$ cat config.mk
export PLATFORM = sky130hd
export DESIGN_NAME = evse_pilot_ctrl
export DESIGN_NICKNAME = d
export VERILOG_FILES = /design/src/rtl/evse_pilot_ctrl.sv
export SDC_FILE = /design/constraint.sdc
export NUM_CORES = 1
export LEC_CHECK = 0
export ABC_AREA = 1
export BUFFER_PORTS_ARGS = -buffer_cell sky130_fd_sc_hd__buf_4
export CAP_MARGIN = 20
export CORE_AREA = 2 2 156 143
export CTS_CLUSTER_SIZE = 28
export DETAILED_ROUTE_END_ITERATION = 16
export DIE_AREA = 0 0 158 145
export GPL_TIMING_DRIVEN = 0
export PLACE_DENSITY = 0.68
export SLEW_MARGIN = 0
export SYNTH_ARGS = -nofsm -noshare
export SYNTH_HDL_FRONTEND = slang
export SYNTH_SLANG_ARGS = --single-unit
$ cat constraint.sdc
create_clock -name clk -period 6.7 [get_ports clk]
set_input_delay 0.67 -clock clk [delete_from_list [all_inputs] [get_ports clk]]
set_output_delay 0.67 -clock clk [all_outputs]
set_load 0.02 [all_outputs]
$ cat src/rtl/evse_pilot_ctrl.sv
module evse_pilot_ctrl #(
  parameter int CLK_HZ   = 50_000_000,
  parameter int AW       = 10,
  parameter int SETTLE   = 500,
  parameter int DEBOUNCE = 4
) (
  input  logic          clk,
  input  logic          rst_n,
  input  logic          mode_l2,
  input  logic [9:0]    duty_l1,
  input  logic [9:0]    duty_l2,
  input  logic          fault_req,
  input  logic [AW-1:0] adc_data,
  input  logic [AW-1:0] thr_ab,
  input  logic [AW-1:0] thr_bc,
  input  logic [AW-1:0] thr_cd,
  input  logic [AW-1:0] thr_de,
  input  logic [AW-1:0] thr_neg,
  output logic          pilot_hi,
  output logic          pwm_active,
  output logic          smp_hi,
  output logic          smp_lo,
  output logic [2:0]    state,
  output logic          diode_fault
);
  localparam int PER = CLK_HZ / 1000;
  localparam int LW  = $clog2(PER + 1);
  localparam int CW  = $clog2(DEBOUNCE + 1);
  localparam int DW  = 10;
  localparam int MW  = DW + LW;

  localparam logic [2:0] ST_A = 3'd0, ST_B = 3'd1, ST_C = 3'd2,
                         ST_D = 3'd3, ST_E = 3'd4, ST_F = 3'd5;

  logic [LW-1:0] ph, hi_len;
  logic [2:0]    cand, stab, raw;
  logic [CW-1:0] cnt, n_cnt;
  logic          diode_q;

  wire [DW-1:0] duty_sel = mode_l2 ? duty_l2 : duty_l1;
  wire [DW-1:0] duty_c   = (duty_sel > DW'(1000)) ? DW'(1000) : duty_sel;
  wire [MW-1:0] prod     = MW'(duty_c) * MW'(PER);
  wire [MW-1:0] len_n    = prod / MW'(1000);
  wire          wrap     = (ph == LW'(PER - 1));
  wire [LW:0]   lo_at    = {1'b0, hi_len} + (LW+1)'(SETTLE);

  assign state       = (fault_req || diode_q) ? ST_F : stab;
  assign diode_fault = diode_q;
  assign pwm_active  = (state == ST_B) || (state == ST_C) || (state == ST_D);
  assign pilot_hi    = (state == ST_A) || (pwm_active && (ph < hi_len));
  assign smp_hi      = (ph == LW'(SETTLE)) && (!pwm_active || (hi_len > LW'(SETTLE)));
  assign smp_lo      = pwm_active && (lo_at < (LW+1)'(PER)) && ({1'b0, ph} == lo_at);

  always_comb begin
    if      (adc_data >= thr_ab) raw = ST_A;
    else if (adc_data >= thr_bc) raw = ST_B;
    else if (adc_data >= thr_cd) raw = ST_C;
    else if (adc_data >= thr_de) raw = ST_D;
    else                         raw = ST_E;
  end

  always_comb begin
    if (raw != cand)                 n_cnt = CW'(1);
    else if (cnt == CW'(DEBOUNCE))   n_cnt = cnt;
    else                             n_cnt = cnt + CW'(1);
  end

  always_ff @(posedge clk or negedge rst_n) begin
    if (!rst_n) begin
      ph     <= '0;
      hi_len <= '0;
    end else begin
      ph <= wrap ? '0 : ph + LW'(1);
      if (wrap) hi_len <= len_n[LW-1:0];
    end
  end

  always_ff @(posedge clk or negedge rst_n) begin
    if (!rst_n) begin
      cand <= ST_A;
      cnt  <= '0;
      stab <= ST_A;
    end else if (smp_hi) begin
      cand <= raw;
      cnt  <= n_cnt;
      if (n_cnt == CW'(DEBOUNCE)) stab <= raw;
    end
  end

  always_ff @(posedge clk or negedge rst_n) begin
    if (!rst_n)
      diode_q <= 1'b0;
    else if (smp_lo && (adc_data > thr_neg))
      diode_q <= 1'b1;
    else if (smp_hi && (n_cnt == CW'(DEBOUNCE)) && (raw == ST_A))
      diode_q <= 1'b0;
  end
endmodule

=== Word level (Yosys, flattened, before mapping) ===
Index checks and enable logic that the tools add are counted.

* Bits in registers: 42
* Bits in latches: 0
* RAM bits: 0
* ROM bits: 0
* Input port bits: 84
* Output and inout bits: 8
* Memories kept: 0

* Add/subtract/negate cells: 3
* Multiply operators: 1
* Div/mod/pow operators: 1
* $lt $le $gt $ge: 9
* Equality and inequality tests: 9
* Shift operators: 0
* Mux-type cells: 12
* Bitwise operators: 0
* Reductions and logical operators: 17

{| class="wikitable"
|+ Operator list
! operator !! number
|-
| 10-bit >= comparator || 4
|-
| 26-bit by 10-bit divider with 26-bit output, second input constant || 1
|-
| 10-bit by 12-bit multiplier with 22-bit output, second input constant || 1
|-
| 3-bit 2-to-1 mux || 7
|-
| 10-bit 2-to-1 mux || 2
|-
| 16-bit by 9-bit adder with 17-bit output, second input constant || 1
|-
| 16-bit by 17-bit == test with 1-bit output || 1
|-
| 17-bit by 16-bit less-than comparator with 1-bit output, second input constant || 1
|-
| 16-bit by 1-bit adder with 16-bit output, second input constant || 1
|-
| 16-bit == test, second input constant || 1
|-
| 16-bit by 9-bit == test with 1-bit output, second input constant || 1
|-
| 16-bit by 9-bit greater-than comparator with 1-bit output, second input constant || 1
|-
| 16-bit less-than comparator || 1
|-
| 16-bit 2-to-1 mux || 1
|-
| 10-bit greater-than comparator || 1
|-
| 10-bit greater-than comparator, second input constant || 1
|-
| 1-bit logical AND || 7
|-
| 3-bit by 2-bit == test with 1-bit output, second input constant || 2
|-
| 3-bit == test, second input constant || 2
|-
| 3-bit logical NOT || 2
|-
| 1-bit logical OR || 5
|-
| 3-bit by 1-bit adder with 3-bit output, second input constant || 1
|-
| 3-bit by 1-bit == test with 1-bit output, second input constant || 1
|-
| 3-bit != test || 1
|-
| other kinds (4) || 5
|}

=== Logic depth before layout (Yosys ltp) ===
Gate-level depths: netlist of run 1.

* Word-level depth: 12
* Depth in mapped cells: 131

=== Worst setup path before layout of run 1 ===
No wires, ideal clock.

* Path type: input to register
* Start: input port mode_l2
* End: register hi_len[0]
* Library setup time: 77 ps
* Data arrival time: 12,328 ps
* Data required time: 6,623 ps
* Slack: -5,705 ps
* Cell stages on the path: 109
* Path buffers: 1
* Cells stage by stage: clkbuf_1 o21ai_0 inv_1 ha_1 nand2_1 nor2_1 nand2_1 inv_1 nor2_1 ha_1 inv_1 fa_1 inv_1 ha_1 fa_1 ha_1 ha_1 nand2_1 [73 not listed] nand3_4 nand2_4 nand2_1 nand3_2 nand2_2 inv_2 nand2_4 nand2_4 nand2_1 nand2_2 ha_1 nor3_1 nand3_1 nor2_1 nand2_1 nand4_1 nor2_1 a21oi_1

* Cells in the longest elaborated chain, start to end: 5

{| class="wikitable"
|+ Ends and longest elaborated chain
! what !! line !! RTL
|-
| from (decl) || 9 || <nowiki>input logic mode_l2,</nowiki>
|-
| 10-bit 2-to-1 mux (*) || 40 || <nowiki>wire [DW-1:0] duty_sel = mode_l2 ? duty_l2 : duty_l1;</nowiki>
|-
| 10-bit greater-than comparator || 41 || <nowiki>wire [DW-1:0] duty_c = (duty_sel > DW'(1000)) ? DW'(1000) : duty_sel;</nowiki>
|-
| 10-bit 2-to-1 mux (*) || 41 ||
|-
| 10-bit by 12-bit multiplier with 22-bit output (*) || 42 || <nowiki>wire [MW-1:0] prod = MW'(duty_c) * MW'(PER);</nowiki>
|-
| 26-bit by 10-bit divider with 26-bit output (*) || 43 || <nowiki>wire [MW-1:0] len_n = prod / MW'(1000);</nowiki>
|-
| to (signal assigned) || 74 || <nowiki>if (wrap) hi_len <= len_n[LW-1:0];</nowiki>
|-
| to (decl) || 35 || <nowiki>logic [LW-1:0] ph, hi_len;</nowiki>
|}

Every way passes the cells marked *; elsewhere a longest branch is shown, timed or not.
A chain may end at the register's enable or synchronous reset.

=== Worst setup path after layout of run 1 ===
Ends and elaborated chain as after synthesis.

==> results of run 1 <==
[how the worst max path moves through the flow]
stage          slack (ns)  depth (start not counted)    start                     to
2_1_floorplan       -5.33                        116  mode_l2  hi_len[0]$_DFFE_PN0N_
3_3_place_gp        -7.12                        108  mode_l2  hi_len[0]$_DFFE_PN0N_
3_5_place_dp        -7.31                        108  mode_l2  hi_len[0]$_DFFE_PN0N_
4_1_cts             -6.00                        115  mode_l2  hi_len[0]$_DFFE_PN0N_
5_1_grt             -7.50                        103  mode_l2  hi_len[0]$_DFFE_PN0N_
6_report            -6.71                         99  mode_l2  hi_len[0]$_DFFE_PN0N_
[metrics by stage]
step	setup WS [ns]	instance area, sq um
global placement	-7.12	12000
detailed placement	-7.31	12000
CTS	-6.00	14500
floorplan	-5.33	10900
finish	-6.71	15300
global route	-7.50	15300
[per-layer routing]
metal,global-route usage (%),vias to the layer above,wire [microns]
li1,-,5966,-
met1,35.5,5563,14400
met2,47.5,315,16200
met3,3.14,80,1360
met4,6.40,0,796
met5,0,-,0
[cells by family (layout without fill, tap and decap cells)]
| group | count (synthesis) | count (layout) |
|---|---|---|
| adders and majority gates | 168 | 168 |
| AOI/OAI and AO/OA | 180 | 180 |
| and+or+nand+nor | 889 | 889 |
| xor gates and xnor gates | 47 | 47 |
| muxes | 5 | 5 |
| buffers and inverters | 365 | 649 |
| DFF | 42 | 42 |
[cell usage in the layout, fill, tap and decap left out, types with 37 or more instances in the layout]
| cell type | instances |
|---|---|
| xor2_1 | 37 |
| buf_4 | 255 |
| dfrtp_1 | 42 |
| ha_1 | 122 |
| inv_1 | 296 |
| nand3_1 | 84 |
| nand2_1 | 295 |
| nand3_2 | 52 |
| a21oi_1 | 51 |
| nor2_4 | 37 |
| nand2_4 | 64 |
| nand2_2 | 113 |
| nor2_1 | 103 |
| inv_2 | 41 |
[sequential cells by signal, indices dropped and copies added (netlist names)]
| signal | count |
|---|---|
| hi_len | 16 |
| diode_fault | 1 |
| cnt | 3 |
| ph | 16 |
| stab | 3 |
| cand | 3 |
[area by class of cell]
| cell class | instances | share of cell area [%] |
|---|---|---|
| buffer | 5 | 0.262 |
| multi-input combinational | 1289 | 65.8 |
| clock inverter | 3 | 0.450 |
| clock buffer | 5 | 0.819 |
| tap | 291 | 2.38 |
| inverter | 360 | 9.26 |
| timing repair buffer | 276 | 14.2 |
| sequential | 42 | 6.88 |
[cells in the mapped netlist, types with 8 or more instances]
library cell and instances:
nand3_2 19, nor2_2 19, nor3_1 22, o21ai_1 18, nand2_2 49, nand3_1 138, inv_1 312, o21ai_0 35
nand2_1 412, nand3b_1 8, nand2_4 20, a31oi_1 8, nor2_1 146, inv_2 42, xor2_1 40, fa_1 18
a21oi_1 62, nand4_1 21, ha_1 150, dfrtp_1 42, o211ai_1 9, o21bai_1 8
[worst reg2reg max path, delay by kind of cell, from the launching register on]
family / cells / cell delay [ns]
xor+xnor: 1 / 0.11
fa+ha+maj: 1 / 0.22
buf+inv: 3 / 0.23
simple gates: 7 / 1.29
flops: 1 / 0.41
compound gates: 4 / 0.77
[repair_timing]
action	CTS	global route
pin swaps	169	93
buffers inserted	149	35
endpoints found under the setup margin	13	14
gates resized for setup	274	125
cloned	1	0
==> run_results.csv, run 1 <==
group,metric,value,unit
status,run_status,"complete, but fails checks",
status,failed_checks,"negative setup slack",
global_route,first_pass_grt_wire_length,52.4,mm
critical_path,cpPeakStageDelay,0.55,ns
global_route,global_route.usage.total,27.2,%
synth,mappedNetlistNets,1948,
synth,syn_area_per_cell,6.18,sq um
synth,ys_seq_area_share,10.0,%
floorplanning,row_count,51,
global_route,first_global_vias,11548,
critical_path,cp_data_required_time,6.92,ns
synth,synth_compound_gate_area_share,10.6,%
placed_design,routabilityCongestion,0.853,
sta,worst_slew_pin_slew,1.06,ns
floorplanning,placeable_core_region,21300,sq um
critical_path,cp_top_family,"simple AND/OR/NAND/NOR gates",
sta,final_hold_viol_count,0,
layout,seqCellArea,1050,sq um
sta,layout_worst_path_cycle_share,200,%
synth,yosys-mux-area-fraction,0.477,%
sta,max_slew_margin,29.3,%
floorplanning,boundaryPins,92,
synth,combinational_family_with_the_most_area_after_synthesis,"simple AND/OR/NAND/NOR gates",
critical_path,crit_path_top_delay_cell,"fa_2",
critical_path,worst_r2r_endpoint,"diode_fault$_DFFE_PN0P_",
synth,synth_seq_cells,42,
placed_design,detailed_place_hpwl,21.6,mm
synth,syn-cell-area,10500,sq um
detailed_routing,drc,0,
layout,finish.net_count,2231,
worst_hold_path,hold_class,"input port to asynchronous set/reset pin",
clock_network,cts-root-to-sink-buffers,2,
placed_design,dp.cells,2078,
clock_network,clk_latency,0.29,ns
sta,fin_tns_setup,-52.43,ns
detailed_routing,initialDrtViolationCount,606,
clock_network,clkSlewWorstSetupHoldPaths,0.07,ns
detailed_routing,detail_route.first_pass.iterations,5,
floorplanning,die_width,158,microns
critical_path,r2r.worst_path.cells,16,
clock_network,h-tree-depth,2,
floorplanning,chipHeight,145,microns
detailed_routing,routed_wl,32.7,mm
global_route,grt_overflow_total,0,
critical_path,critPathKind,"input port to register",
floorplanning,initial_core_util,49.2,%
global_route,grt_antenna_before_repair,0,
detailed_routing,via_per_inst,5.25,
clock_network,tritoncts,"built",
synth,synth_warnings,0,
run,drv.max_cap_violation_count,0,
synth,netlist-cell-type-count,56,
layout,multi_input_area,10000,sq um
sta,finalHoldWorstSlack,0.374,ns
synth,post-synth-top-area-cell,"ha_1",
clock_network,cts_inserted_buffers,5,
sta,rsz0062_at_grt,"yes",
detailed_routing,antenna_left,0,
critical_path,r2r_slack,3.61,ns
synth,synth_top_flop_cell,"dfrtp_1",
critical_path,cp_data_arrival_time,13.63,ns
synth,synth_top_area_share,17.9,%
critical_path,timing.critical_path.from_type,"input port",
clock_network,clock-sinks,42,
critical_path,endpoint_kind,"register",
layout,utilization,71.7,%
synth,synth_xor_area_share,3.93,%
critical_path,timing.critical_path.buf_inv,15,
global_route,grt_max_degree,43,
sta,final.setup_skew,0.00802,ns
synth,number_of_flops_mapped_to_enable_cells_by_yosys,0,
synth,yosys.area_share.adder,21.3,%
layout,antenna_cells_inserted,0,
sta,max_clock_freq,74.6,MHz
clock_network,cell_at_the_root_of_the_clock_tree,"clkbuf_16",
layout,fill_cells,1634,
synth,synthArstFlopShare,100,%
sta,maxSlewViolCount,0,
clock_network,cts_hold_repair.buffers,0,
layout,finish.cell_count_without_fillers,2271,
layout,ratio_of_cells_with_drive_above_1_in_the_final_layout,39.1,%
critical_path,critPathMaxFanout,8,
detailed_routing,avgRoutedWirePerCell,14.4,microns
synth,synthCells,1696,
sta,setup_violations,13,
sta,fin_ws,-6.71,ns
layout,layout-area-overhead-vs-synth,45.8,%
synth,simple_gate_fraction_of_synth_area,40.6,%
placed_design,io_buffers,91,
sta,finalCriticalPeriod,13.41,ns
synth,biggest_area_contributors_in_the_synthesized_netlist,"ha_1 18%, nand2_1 15%, inv_1 11%, dfrtp_1 10%, nand3_1 6.6%",
floorplanning,dieArea,22900,sq um
detailed_routing,via_count,11924,
critical_path,worstReg2RegStart,"hi_len[2]$_DFFE_PN0N_",
Power of run 1 is not shown: default switching activity piles up to over one toggle a cycle in this logic, so the estimate is an artifact.
==> run 2, diff against run 1 <==
--- a/config.mk
+++ b/config.mk
@@ -14,5 +14,5 @@
 export DIE_AREA = 0 0 158 145
 export GPL_TIMING_DRIVEN = 0
-export PLACE_DENSITY = 0.68
+export PLACE_DENSITY = 0.71
 export SLEW_MARGIN = 0
 export SYNTH_ARGS = -nofsm -noshare
==> constraint.sdc (replaced) <==
create_clock -name clk -period 11.7 [get_ports clk]
set_input_delay 0 -clock clk [delete_from_list [all_inputs] [get_ports clk]]
set_output_delay 0 -clock clk [all_outputs]
set_load 0.02 [all_outputs]
==> run_results.csv, run 2 (same netlist as run 1, synthesis figures left out) <==
group,metric,value,unit
floorplanning,initial_core_util,49.2,%
layout,finish.net_count,2158,
layout,utilization,66.7,%
layout,design_area,14200,sq um
critical_path,cp_data_arrival_time,12.97,ns
critical_path,crit_path_top_delay_cell,"fa_1",
global_route,global_route.usage.total,23.5,%
critical_path,cp_data_required_time,11.92,ns
critical_path,timing.critical_path.buf_inv,22,
detailed_routing,initialDrtViolationCount,552,
layout,ratio_of_cells_with_drive_above_1_in_the_final_layout,33.4,%
clock_network,cell_at_the_root_of_the_clock_tree,"clkbuf_16",
critical_path,cp_top_family,"simple AND/OR/NAND/NOR gates",
worst_hold_path,hold_class,"input port to asynchronous set/reset pin",
sta,rsz0062_at_grt,"yes",
detailed_routing,drc,0,
placed_design,dp.cells,2078,
detailed_routing,avgRoutedWirePerCell,13.7,microns
clock_network,clkSlewWorstSetupHoldPaths,0.06,ns
layout,fill_cells,1735,
global_route,grt_overflow_total,0,
placed_design,post_dp_cell_area,11500,sq um
detailed_routing,via_per_inst,5.25,
sta,fin_tns_setup,-2.38,ns
floorplanning,placeable_core_region,21300,sq um
global_route,first_pass_grt_wire_length,46.2,mm
sta,layout_worst_path_cycle_share,109,%
status,failed_checks,"negative setup slack",
placed_design,detailed_place_hpwl,21.0,mm
clock_network,clk_latency,0.29,ns
detailed_routing,via_count,11539,
floorplanning,boundaryPins,92,
run,drv.max_cap_violation_count,0,
detailed_routing,antenna_left,0,
sta,fin_ws,-1.06,ns
layout,layout_top_registers,"hi_len: 16 flops, ph: 16 flops",
layout,antenna_cells_inserted,0,
critical_path,critPathKind,"input port to register",
sta,max_slew_margin,24.6,%
global_route,grt_max_degree,43,
status,run_status,"complete, but fails checks",
clock_network,cts_inserted_buffers,5,
floorplanning,dieArea,22900,sq um
sta,setup_violations,3,
critical_path,cpPeakStageDelay,0.46,ns
clock_network,clock-sinks,42,
critical_path,critPathMaxFanout,7,
placed_design,io_buffers,91,
layout,finish.cell_count_without_fillers,2198,
sta,finalCriticalPeriod,12.76,ns
floorplanning,chipHeight,145,microns
floorplanning,row_count,51,
critical_path,timing.critical_path.mode_cell,"nand2_4",
global_route,grt_antenna_before_repair,0,
layout,final_cell_mix,"319 x nand2_1, 299 x inv_1, 194 x buf_4",
clock_network,tritoncts,"built",
sta,max_clock_freq,78.4,MHz
clock_network,cts-root-to-sink-buffers,2,
sta,final.setup_skew,0.00598,ns
detailed_routing,routed_wl,30.2,mm
placed_design,routabilityCongestion,0.859,
sta,maxSlewViolCount,0,
sta,final_hold_viol_count,0,
critical_path,timing.critical_path.from_type,"input port",
sta,worst_slew_pin_slew,1.13,ns
floorplanning,die_width,158,microns
global_route,first_global_vias,10609,
detailed_routing,detail_route.first_pass.iterations,5,
layout,mostFrequentLayoutCell,"nand2_1",
clock_network,h-tree-depth,2,
critical_path,endpoint_kind,"register",
layout,layout-area-overhead-vs-synth,35.6,%
[run 2: changes by cell type in the layout (fill, tap and decap cells not counted), sizes merged]
cell,change
buf,-74
bufinv,-2
clkbuf,+1
clkinv,+1
dlygate4sd3,+1
[run 2: worst reg2reg max path: stages, from the launching register on]
cell and delay (ns):
dfrtp_1 0.41, ha_1 0.21, or2_2 0.28, nor2_1 0.14
inv_1 0.05, nor2_1 0.16, inv_1 0.06, nor2_1 0.16
inv_1 0.10, o211ai_1 0.13, xor2_1 0.10, nor4_1 0.25
nand4_1 0.13, a211oi_1 0.19, o2111a_1 0.30, o311ai_0 0.16
nand2_1 0.10
[run 2: path summary, 6_finish.rpt]
check,startpoint,end,slack [ns],depth (start not counted)
worst max-delay path,mode_l2,hi_len[0]$_DFFE_PN0N_,-1.06,117
worst min-delay path,rst_n,ph[14]$_DFF_PN0_,0.23,2
worst max register to register,hi_len[2]$_DFFE_PN0N_,diode_fault$_DFFE_PN0P_,8.71,16
worst min register to register,ph[0]$_DFF_PN0_,ph[0]$_DFF_PN0_,0.47,1
max in group asynchronous,rst_n,hi_len[13]$_DFFE_PN0N_,11.10,2
min in group clk,adc_data[9],diode_fault$_DFFE_PN0P_,0.33,6
[run 2: through the flow]
step           hold WS, ns  setup slack (ns)
2_1_floorplan       -0.296            0.0342
3_3_place_gp        0.0204             -2.03
3_5_place_dp        0.0191             -2.22
4_1_cts              0.261            -0.423
5_1_grt              0.314             -1.94
6_report             0.231             -1.06
[run 2: what timing repair did]
item                       CTS  global route
hold endpoints to repair    42             0
buffers inserted            84            26
setup endpoints to repair    4             5
gates cloned                 1             0
resized for setup          219           158
hold buffers                 1             0
pin swaps                  143            74
[run 2: cell type report]
class	count	area [sq um]	share of cell area, %
clock inverters	2	13.8	0.0968
flip-flops and latches	42	1050	7.39
repair buffers	203	1570	11.1
plain buffers	5	40.0	0.282
well taps	291	364	2.56
inverters	360	1390	9.80
multi-input cells	1289	9660	67.9
clock buffers	6	129	0.906
[run 2: layer usage]
metal  vias to the layer above  global-route usage, %  part of all wire (%)
met2                       312                   43.5                    52
met1                      5322                   29.9                    42
li1                       5832                      -                     -
met5                         -                      0                     0
met4                         0                   4.14                   2.2
met3                        73                   1.70                   4.0
Power of run 2 is left out for the same reason.
==> run 3, diff against run 2 <==
- PLACE_DENSITY: 0.71 -> 0.69
==> run_results.csv, run 3 (same netlist as run 1, synthesis figures left out) <==
group,metric,value,unit
sta,max_clock_freq,75.1,MHz
critical_path,crit_path_top_delay_cell,"fa_1",
detailed_routing,drc,0,
status,failed_checks,"negative setup slack",
critical_path,timing.critical_path.from_type,"input port",
layout,final_cell_mix,"298 x nand2_1, 295 x inv_1, 217 x buf_4",
sta,final.setup_skew,0.00579,ns
placed_design,post_dp_cell_area,11500,sq um
global_route,global_route.usage.total,24.3,%
sta,setup_violations,4,
critical_path,r2r.worst_path.cells,16,
clock_network,clkSlewWorstSetupHoldPaths,0.06,ns
critical_path,cp_data_required_time,11.91,ns
placed_design,routabilityCongestion,0.891,
detailed_routing,via_per_inst,5.52,
critical_path,critPathMaxFanout,6,
detailed_routing,avgRoutedWirePerCell,15.9,microns
sta,maxSlewViolCount,0,
clock_network,cts-root-to-sink-buffers,2,
global_route,use_met1,32.3,%
critical_path,cp_data_arrival_time,13.52,ns
clock_network,clk_latency,0.29,ns
run,drv.max_cap_violation_count,0,
critical_path,worstReg2RegStart,"hi_len[2]$_DFFE_PN0N_",
clock_network,cell_at_the_root_of_the_clock_tree,"clkbuf_16",
floorplanning,initial_core_util,49.2,%
placed_design,detailed_place_hpwl,21.4,mm
placed_design,io_buffers,91,
global_route,use_met3,1.28,%
detailed_routing,initialDrtViolationCount,870,
critical_path,worst_setup_sp,"mode_l2",
layout,design_area,15000,sq um
global_route,first_global_vias,10801,
clock_network,clock-sinks,42,
layout,antenna_cells_inserted,0,
global_route,busiest_grt_layer,"met2",
layout,layout_top_registers,"hi_len: 16 flops, ph: 16 flops",
global_route,first_pass_grt_wire_length,47.9,mm
sta,max_slew_margin,18.5,%
global_route,grt_overflow_total,0,
layout,utilization,70.5,%
floorplanning,dieArea,22900,sq um
worst_hold_path,hold_class,"input port to asynchronous set/reset pin",
clock_network,tritoncts,"built",
layout,layout-area-overhead-vs-synth,43.3,%
layout,ratio_of_cells_with_drive_above_1_in_the_final_layout,37.6,%
floorplanning,row_count,51,
sta,worst_slew_pin_slew,1.22,ns
detailed_routing,routed_wl,35.5,mm
detailed_routing,detail_route.first_pass.iterations,5,
sta,finalCriticalPeriod,13.31,ns
sta,final_hold_viol_count,0,
critical_path,timing.critical_path.mode_cell,"nand2_1",
floorplanning,placeable_core_region,21300,sq um
clock_network,h-tree-depth,2,
floorplanning,boundaryPins,92,
critical_path,critPathKind,"input port to register",
floorplanning,die_width,158,microns
layout,mostFrequentLayoutCell,"nand2_1",
clock_network,cts_inserted_buffers,5,
critical_path,r2r_slack,8.74,ns
floorplanning,chipHeight,145,microns
global_route,met2_usage,43.4,%
sta,layout_worst_path_cycle_share,114,%
status,run_status,"complete, but fails checks",
sta,fin_ws,-1.61,ns
critical_path,cpPeakStageDelay,0.63,ns
sta,rsz0062_at_grt,"yes",
global_route,grt_max_degree,43,
critical_path,endpoint_kind,"register",
critical_path,worst_r2r_endpoint,"diode_fault$_DFFE_PN0P_",
global_route,grt_antenna_before_repair,0,
detailed_routing,antenna_left,0,
detailed_routing,via_count,12348,
critical_path,critical_path.endpoint,"hi_len[0]$_DFFE_PN0N_",
layout,finish.net_count,2197,
## run 3: metrics by stage
| stage | hold slack (ns) | std cells | setup slack (ns) | TNS [ns] |
|---|---|---|---|---|
| 2_1_floorplan | -0.296 | 1696 | 0.0342 | 0 |
| 3_3_place_gp | 0.0145 | 2078 | -2.22 | -5.88 |
| 3_5_place_dp | 0.0149 | 2078 | -2.46 | -6.91 |
| 4_1_cts | 0.260 | 2178 | -0.490 | -0.739 |
| 5_1_grt | 0.291 | 2237 | -2.29 | -8.27 |
| 6_report | 0.239 | 2237 | -1.61 | -5.48 |
## run 3: worst min-delay path by stage
| stage | startpoint | to | slack, ns | depth (start not counted) |
|---|---|---|---|---|
| after detailed placement | rst_n | ph[13]$_DFF_PN0_ | 0.01 | 1 |
| final | rst_n | ph[13]$_DFF_PN0_ | 0.24 | 2 |
| after global placement | rst_n | ph[13]$_DFF_PN0_ | 0.01 | 1 |
| after floorplan | rst_n | cand[0]$_DFFE_PN0P_ | -0.30 | 0 |
| after global routing | rst_n | ph[13]$_DFF_PN0_ | 0.29 | 2 |
| after CTS | rst_n | hi_len[6]$_DFFE_PN0N_ | 0.26 | 2 |
## run 3: what timing repair did
item	4_1_cts	5_1_grt
pin swaps	154	132
gates cloned	1	0
buffers inserted	90	59
setup endpoints to repair	4	4
resized for setup	282	216
hold buffers	1	0
hold endpoints to repair	42	0
## run 3: layout make-up
class | count | area (sq um)
fill | 1575 | 6290
clock buffer | 6 | 139
timing repair buffer | 242 | 1920
sequential | 42 | 1050
clock inverter | 2 | 12.5
tap | 291 | 364
inverter | 360 | 1410
multi-input combinational | 1289 | 10100
buffer | 5 | 40.0
## run 3: metal layers
metal  up-vias  wire, microns
met5         -              0
met4         0           1780
met3       174           1940
met2       564          17600
met1      5698          14200
li1       5912              -
## run 3: worst max-delay path, delay by kind of cell
| kind | cells | cell delay, ns |
|---|---|---|
| adders and majority gates | 6 | 2.02 |
| buffers and inverters | 20 | 2.00 |
| muxes | 1 | 0.24 |
| AOI/OAI and AO/OA | 6 | 1.09 |
| and+or+nand+nor | 77 | 8.08 |
Power of run 3 is left out for the same reason.
